File: config.mk
export PLATFORM = sky130hd
export DESIGN_NAME = tbdec_top
export DESIGN_NICKNAME = d
export VERILOG_FILES = /design/src/rtl/tbdec_pkg.sv /design/src/rtl/tbdec_timebase.sv /design/src/rtl/tbdec_decr.sv /design/src/rtl/tbdec_irq_fsm.sv /design/src/rtl/tbdec_top.sv
export SDC_FILE = /design/constraint.sdc
export NUM_CORES = 1
export LEC_CHECK = 0
export BUFFER_PORTS_ARGS = -buffer_cell sky130_fd_sc_hd__buf_2
export CAP_MARGIN = 15
export CORE_AREA = 10 10 150 152
export CTS_CLUSTER_DIAMETER = 40
export DETAILED_ROUTE_END_ITERATION = 7
export DIE_AREA = 0 0 160 162
export GPL_TIMING_DRIVEN = 0
export PLACE_DENSITY_LB_ADDON = 0.15
export SLEW_MARGIN = 20
export SYNTH_ARGS = -nofsm -noshare
export SYNTH_HDL_FRONTEND = slang
export SYNTH_SLANG_ARGS = --single-unit
export TNS_END_PERCENT = 1
File: constraint.sdc
create_clock -name clk -period 2.86 [get_ports clk]
set_input_delay 0.572 -clock clk [delete_from_list [all_inputs] [get_ports clk]]
set_output_delay 0.572 -clock clk [all_outputs]
set_load 0.005 [all_outputs]
File: src/rtl/tbdec_pkg.sv
package tbdec_pkg;

    typedef enum logic [0:0] {
        IRQ_IDLE = 1'b0,
        IRQ_PEND = 1'b1
    } irq_state_e;

    typedef enum logic [1:0] {
        DEC_HOLD  = 2'd0,
        DEC_COUNT = 2'd1,
        DEC_LOAD  = 2'd2
    } dec_op_e;

    typedef enum logic [1:0] {
        TB_HOLD  = 2'd0,
        TB_TICK  = 2'd1,
        TB_WRITE = 2'd2
    } tb_op_e;

endpackage

File: src/rtl/tbdec_timebase.sv
module tbdec_timebase #(
    parameter int          HALF_W  = 32,
    parameter logic [31:0] RTC_MSK = 32'h3FFF_FF80
) (
    input  logic                  clk,
    input  logic                  rst_n,
    input  logic                  tick_en,
    input  logic                  rtc_mode,
    input  logic                  wr_hi,
    input  logic                  wr_lo,
    input  logic [HALF_W-1:0]     wr_data,
    input  logic                  snap,
    output logic [2*HALF_W-1:0]   tb_q,
    output logic [HALF_W-1:0]     snap_hi,
    output logic [HALF_W-1:0]     snap_lo
);
    import tbdec_pkg::*;

    localparam int TB_W = 2 * HALF_W;

    logic [TB_W-1:0]   snap_q;
    logic [HALF_W-1:0] lo_mask;
    tb_op_e            op;

    assign lo_mask = rtc_mode ? RTC_MSK[HALF_W-1:0] : {HALF_W{1'b1}};

    always_comb begin
        if (wr_hi || wr_lo) begin
            op = TB_WRITE;
        end else if (tick_en) begin
            op = TB_TICK;
        end else begin
            op = TB_HOLD;
        end
    end

    always_ff @(posedge clk or negedge rst_n) begin
        if (!rst_n) begin
            tb_q <= '0;
        end else begin
            unique case (op)
                TB_WRITE: begin
                    if (wr_hi) tb_q[TB_W-1:HALF_W] <= wr_data;
                    if (wr_lo) tb_q[HALF_W-1:0]    <= wr_data & lo_mask;
                end
                TB_TICK:  tb_q <= tb_q + TB_W'(1);
                default:  tb_q <= tb_q;
            endcase
        end
    end

    always_ff @(posedge clk or negedge rst_n) begin
        if (!rst_n) begin
            snap_q <= '0;
        end else if (snap) begin
            snap_q <= tb_q;
        end
    end

    assign snap_hi = snap_q[TB_W-1:HALF_W];
    assign snap_lo = snap_q[HALF_W-1:0] & lo_mask;

endmodule

File: src/rtl/tbdec_decr.sv
module tbdec_decr #(
    parameter int DEC_W = 32
) (
    input  logic             clk,
    input  logic             rst_n,
    input  logic             tick_en,
    input  logic             wr_en,
    input  logic [DEC_W-1:0] wr_data,
    output logic [DEC_W-1:0] dec_q,
    output logic             set_evt
);
    import tbdec_pkg::*;

    localparam int MSB = DEC_W - 1;

    dec_op_e op;
    logic    expire;
    logic    neg_load;

    always_comb begin
        if (wr_en) begin
            op = DEC_LOAD;
        end else if (tick_en) begin
            op = DEC_COUNT;
        end else begin
            op = DEC_HOLD;
        end
    end

    assign expire   = (op == DEC_COUNT) && (dec_q == '0);
    assign neg_load = (op == DEC_LOAD) && wr_data[MSB] && !dec_q[MSB];
    assign set_evt  = expire || neg_load;

    always_ff @(posedge clk or negedge rst_n) begin
        if (!rst_n) begin
            dec_q <= '1;
        end else begin
            unique case (op)
                DEC_LOAD:  dec_q <= wr_data;
                DEC_COUNT: dec_q <= dec_q - DEC_W'(1);
                default:   dec_q <= dec_q;
            endcase
        end
    end

endmodule

File: src/rtl/tbdec_irq_fsm.sv
module tbdec_irq_fsm (
    input  logic clk,
    input  logic rst_n,
    input  logic set_evt,
    input  logic ack,
    output logic irq
);
    import tbdec_pkg::*;

    irq_state_e state_q;
    irq_state_e state_d;

    always_comb begin
        state_d = state_q;
        unique case (state_q)
            IRQ_IDLE: if (set_evt) state_d = IRQ_PEND;
            IRQ_PEND: if (ack && !set_evt) state_d = IRQ_IDLE;
            default:  state_d = IRQ_IDLE;
        endcase
    end

    always_ff @(posedge clk or negedge rst_n) begin
        if (!rst_n) begin
            state_q <= IRQ_IDLE;
        end else begin
            state_q <= state_d;
        end
    end

    always_comb begin
        irq = (state_q == IRQ_PEND);
    end

endmodule

File: src/rtl/tbdec_top.sv
module tbdec_top #(
    parameter int          WORD_W  = 32,
    parameter logic [31:0] RTC_MSK = 32'h3FFF_FF80
) (
    input  logic              clk,
    input  logic              rst_n,
    input  logic              tick_en,
    input  logic              rtc_mode,
    input  logic              wr_tbu,
    input  logic              wr_tbl,
    input  logic              wr_dec,
    input  logic [WORD_W-1:0] wr_data,
    input  logic              snap,
    input  logic              ack,
    output logic [WORD_W-1:0] tbu_rd,
    output logic [WORD_W-1:0] tbl_rd,
    output logic [WORD_W-1:0] dec_rd,
    output logic              dec_irq
);
    localparam int TB_W = 2 * WORD_W;

    logic [TB_W-1:0] tb_q;
    logic            set_evt;

    tbdec_timebase #(
        .HALF_W  (WORD_W),
        .RTC_MSK (RTC_MSK)
    ) u_tb (
        .clk      (clk),
        .rst_n    (rst_n),
        .tick_en  (tick_en),
        .rtc_mode (rtc_mode),
        .wr_hi    (wr_tbu),
        .wr_lo    (wr_tbl),
        .wr_data  (wr_data),
        .snap     (snap),
        .tb_q     (tb_q),
        .snap_hi  (tbu_rd),
        .snap_lo  (tbl_rd)
    );

    tbdec_decr #(
        .DEC_W (WORD_W)
    ) u_dec (
        .clk     (clk),
        .rst_n   (rst_n),
        .tick_en (tick_en),
        .wr_en   (wr_dec),
        .wr_data (wr_data),
        .dec_q   (dec_rd),
        .set_evt (set_evt)
    );

    tbdec_irq_fsm u_irq (
        .clk     (clk),
        .rst_n   (rst_n),
        .set_evt (set_evt),
        .ack     (ack),
        .irq     (dec_irq)
    );

endmodule

==> flow_summary.yaml <==
cts:
  cts_tree: "yes"
  root_buffer: "clkbuf_16"
  post_cts_buffers: 0
  insertion_delay_ns: 0.43
  clock_sinks: 161
  cts.clk_slew.worst_paths_ns: 0.06
  cts_htree_levels: 4
  clockBufferDepth: 2
  cts_resized: 0
  numCtsBuffers: 17
  cts_hold_buf: 0
setup_path:
  startpoint_type: "flip-flop"
  cp.arrival_ns: 3.02
  setup.worst_path.class: "reg2reg"
  cp-end-kind: "flip-flop"
  r2r-start: "u_tb.tb_q[17]"
  worst-path-buf-inv: 1
  cp_slowest_stage_delay_ns: 0.59
  rrSetupSlack_ns: 0.16
  cpLargestDelayFamily: "simple AND/OR/NAND/NOR gates"
  ff2ff_path_depth: 6
  crit_chain: "clkbuf_1 > nand3_1 > nor4_4 > nand3_2 > nor3_1 > mux2_2"
  worst-path-max-fanout: 10
  r2r_end: "u_tb.tb_q[60]"
  cp.required_ns: 3.18
  critPathSlowestCell: "nor4_4"
power:
  combPwrFrac: 0.164
  switching_share: 0.272
  intPower_uw: 4410
  p_clk_frac: 0.374
  power_uw: 6060
  p_seq_frac: 0.462
  ir_drop_v: 0.000435
  p_switching_uw: 1650
  p_leak_uw: 0.00430
  p_per_area_nw_per_um2: 590
floorplan:
  coreArea_um2: 19400
  die_w_um: 160
  io_pins: 138
  dieArea_um2: 25900
  start_util: 0.446
  rows: 51
  chipHeight_um: 162
timing:
  slew_viol_final: 0
  skew_ns: 0.0105
  period_minus_slack_ns: 2.70
  rsz0062_at_grt: "no"
  hold_viol_final: 0
  period_share: 0.944
  max_freq_ghz: 0.370
  setup_viol: 0
  tightest_slew_ns: 0.919
  slew_headroom: 0.382
synth:
  synth_fp_nets: 920
  yosys.area_share.adder: 0.00289
  synth_edf_count: 0
  seq_area_frac_synth: 0.470
  synth_area_per_cell_um2: 9.88
  synth.most_common_cell: "dfrtp_1"
  synth_top_area_frac: 0.373
  ys_top_cells_by_area: "dfrtp_1 (37%), dfstp_2 (9.7%), mux2_2 (8.7%)"
  synth-simple-area-share: 0.215
  synthArstFlopShare: 1.00
  synth.area.mux_share: 0.0883
  yosysWarningCount: 0
  postSynthCellCount: 877
  synth-compound-area-share: 0.0932
  yosys_register_bits: 161
  synthFlopType: "dfrtp_1"
  synth_top_family_by_area: "simple AND/OR/NAND/NOR gates"
  syn-cell-area_um2: 8660
  synth_top_cell_by_area: "dfrtp_1"
  synthXorXnorAreaFrac: 0.0576
  yosysUniqueCellTypes: 65
  synthTopCellsByCount: "dfrtp_1 (129), nand2_1 (101), o21ai_0 (70), mux2_2 (67), buf_4 (56)"
grt:
  track_usage: 0.200
  grt_pass1_wl_mm: 41.2
  grt_start_max_net_pins: 84
  grt_pass1_vias: 7154
  antenna_found_initial: 0
  grt-ovfl-total: 0
final_layout:
  drive_gt1_frac: 0.328
  diodes: 0
  area_growth_syn_to_layout_pct: 18.7
  nets: 1074
  final_util: 0.530
placement:
  gp_congestion: 0.909
  post-dp-hpwl_mm: 19.7
  numPortBuffers: 134
route:
  drcViolationCount: 0
  dr.pass1.iters: 5
  via_count: 7281
  final_antenna_net_count: 0
  vias_per_cell: 5.56
  finalWirelength_mm: 26.1
  wl_per_cell_um: 19.9
  drtIter0Drc: 653
flow_run:
  maxCapViolCount: 0
worst_hold_path:
  hp-class: "in2async"
status:
  outcome: "complete, no violations"
how the worst max path moves through the flow:
stage | from | to | slack, ns | cells past startpoint
after floorplan | u_tb.tb_q[24] | u_tb.tb_q[56] | 0.70 | 5
after detailed placement | tick_en | u_tb.tb_q[50] | 0.23 | 8
after global placement | rst_n | u_tb.snap_q[38] | -1.35 | 1
final | u_tb.tb_q[17] | u_tb.tb_q[60] | 0.16 | 6
after global routing | u_tb.tb_q[0] | u_tb.tb_q[48] | 0.02 | 6
after CTS | u_tb.tb_q[17] | u_tb.tb_q[60] | 0.21 | 6
through the flow:
step	setup TNS, ns	hold WS, ns	instance area (um^2)	setup WS, ns	std cells
3_3_place_gp	-183.80	0.484	9660	-1.35	1276
5_1_grt	0	0.174	10300	0.0202	1309
3_5_place_dp	0	0.491	9700	0.227	1277
2_1_floorplan	0	0.276	8660	0.705	877
6_report	0	0.128	10300	0.160	1309
4_1_cts	0	0.147	10300	0.212	1309
cells by family after synthesis:
group / Yosys count
buffers and inverters: 111
flip-flops: 161
AO/OA/AOI/OAI: 133
XOR/XNOR: 57
AND/OR/NAND/NOR: 345
multiplexers: 68
adder cells (fa/ha/maj): 2
placed cells by master (no fill, tap or decap), types with 3 or more instances in the layout:
master       n
nand2_1    101
xor2_1      40
nand3_2      3
nand4_1     20
nor2b_1     15
buf_4       56
nor4_1      13
buf_2      138
dfstp_2     32
or3_1       16
clkbuf_1    35
xnor2_1     17
and4_1       5
dfrtp_1    129
and2_1       3
nand3b_1     4
a31oi_1     22
o21ai_0     70
clkbuf_16   17
clkinv_4     3
nand3_1     49
nor2_1      50
nor3_1      13
o31ai_1     11
buf_1        4
inv_1       14
clkinv_2     3
o22ai_1      8
or4_1       13
mux2_2      67
and3_1      12
nand4b_1    10
power groups by stage:
stage	clock, uW	combinational, uW	sequential (uW)
5_1_grt	2400	1110	2840
3_3_place_gp	0	988	2830
4_1_cts	2300	1010	2800
6_report	2270	992	2800
3_5_place_dp	0	1000	2840
2_1_floorplan	0	606	2770
registers in the layout, indices dropped and copies added, names as in the netlist:
register / count
u_dec.dec_q: 32
u_irq.irq: 1
u_tb.snap_q: 64
u_tb.tb_q: 64
area by class of cell:
cell class | count | area, um^2
Buffer | 96 | 577
Sequential cell | 161 | 4070
Clock buffer | 23 | 468
Tap cell | 265 | 332
Inverter | 15 | 56.3
Multi-Input combinational cell | 605 | 3960
Timing Repair Buffer | 135 | 708
Clock inverter | 9 | 109
Fill cell | 1874 | 9120
layer usage:
layer	up-vias	share of wire	global-route usage
met2	275	0.45	0.296
met5	-	0	0
met4	0	0.023	0.0697
met1	3555	0.47	0.281
li1	3408	-	-
met3	43	0.066	0.0435
No activity file was read; power rests on OpenSTA's default activity.
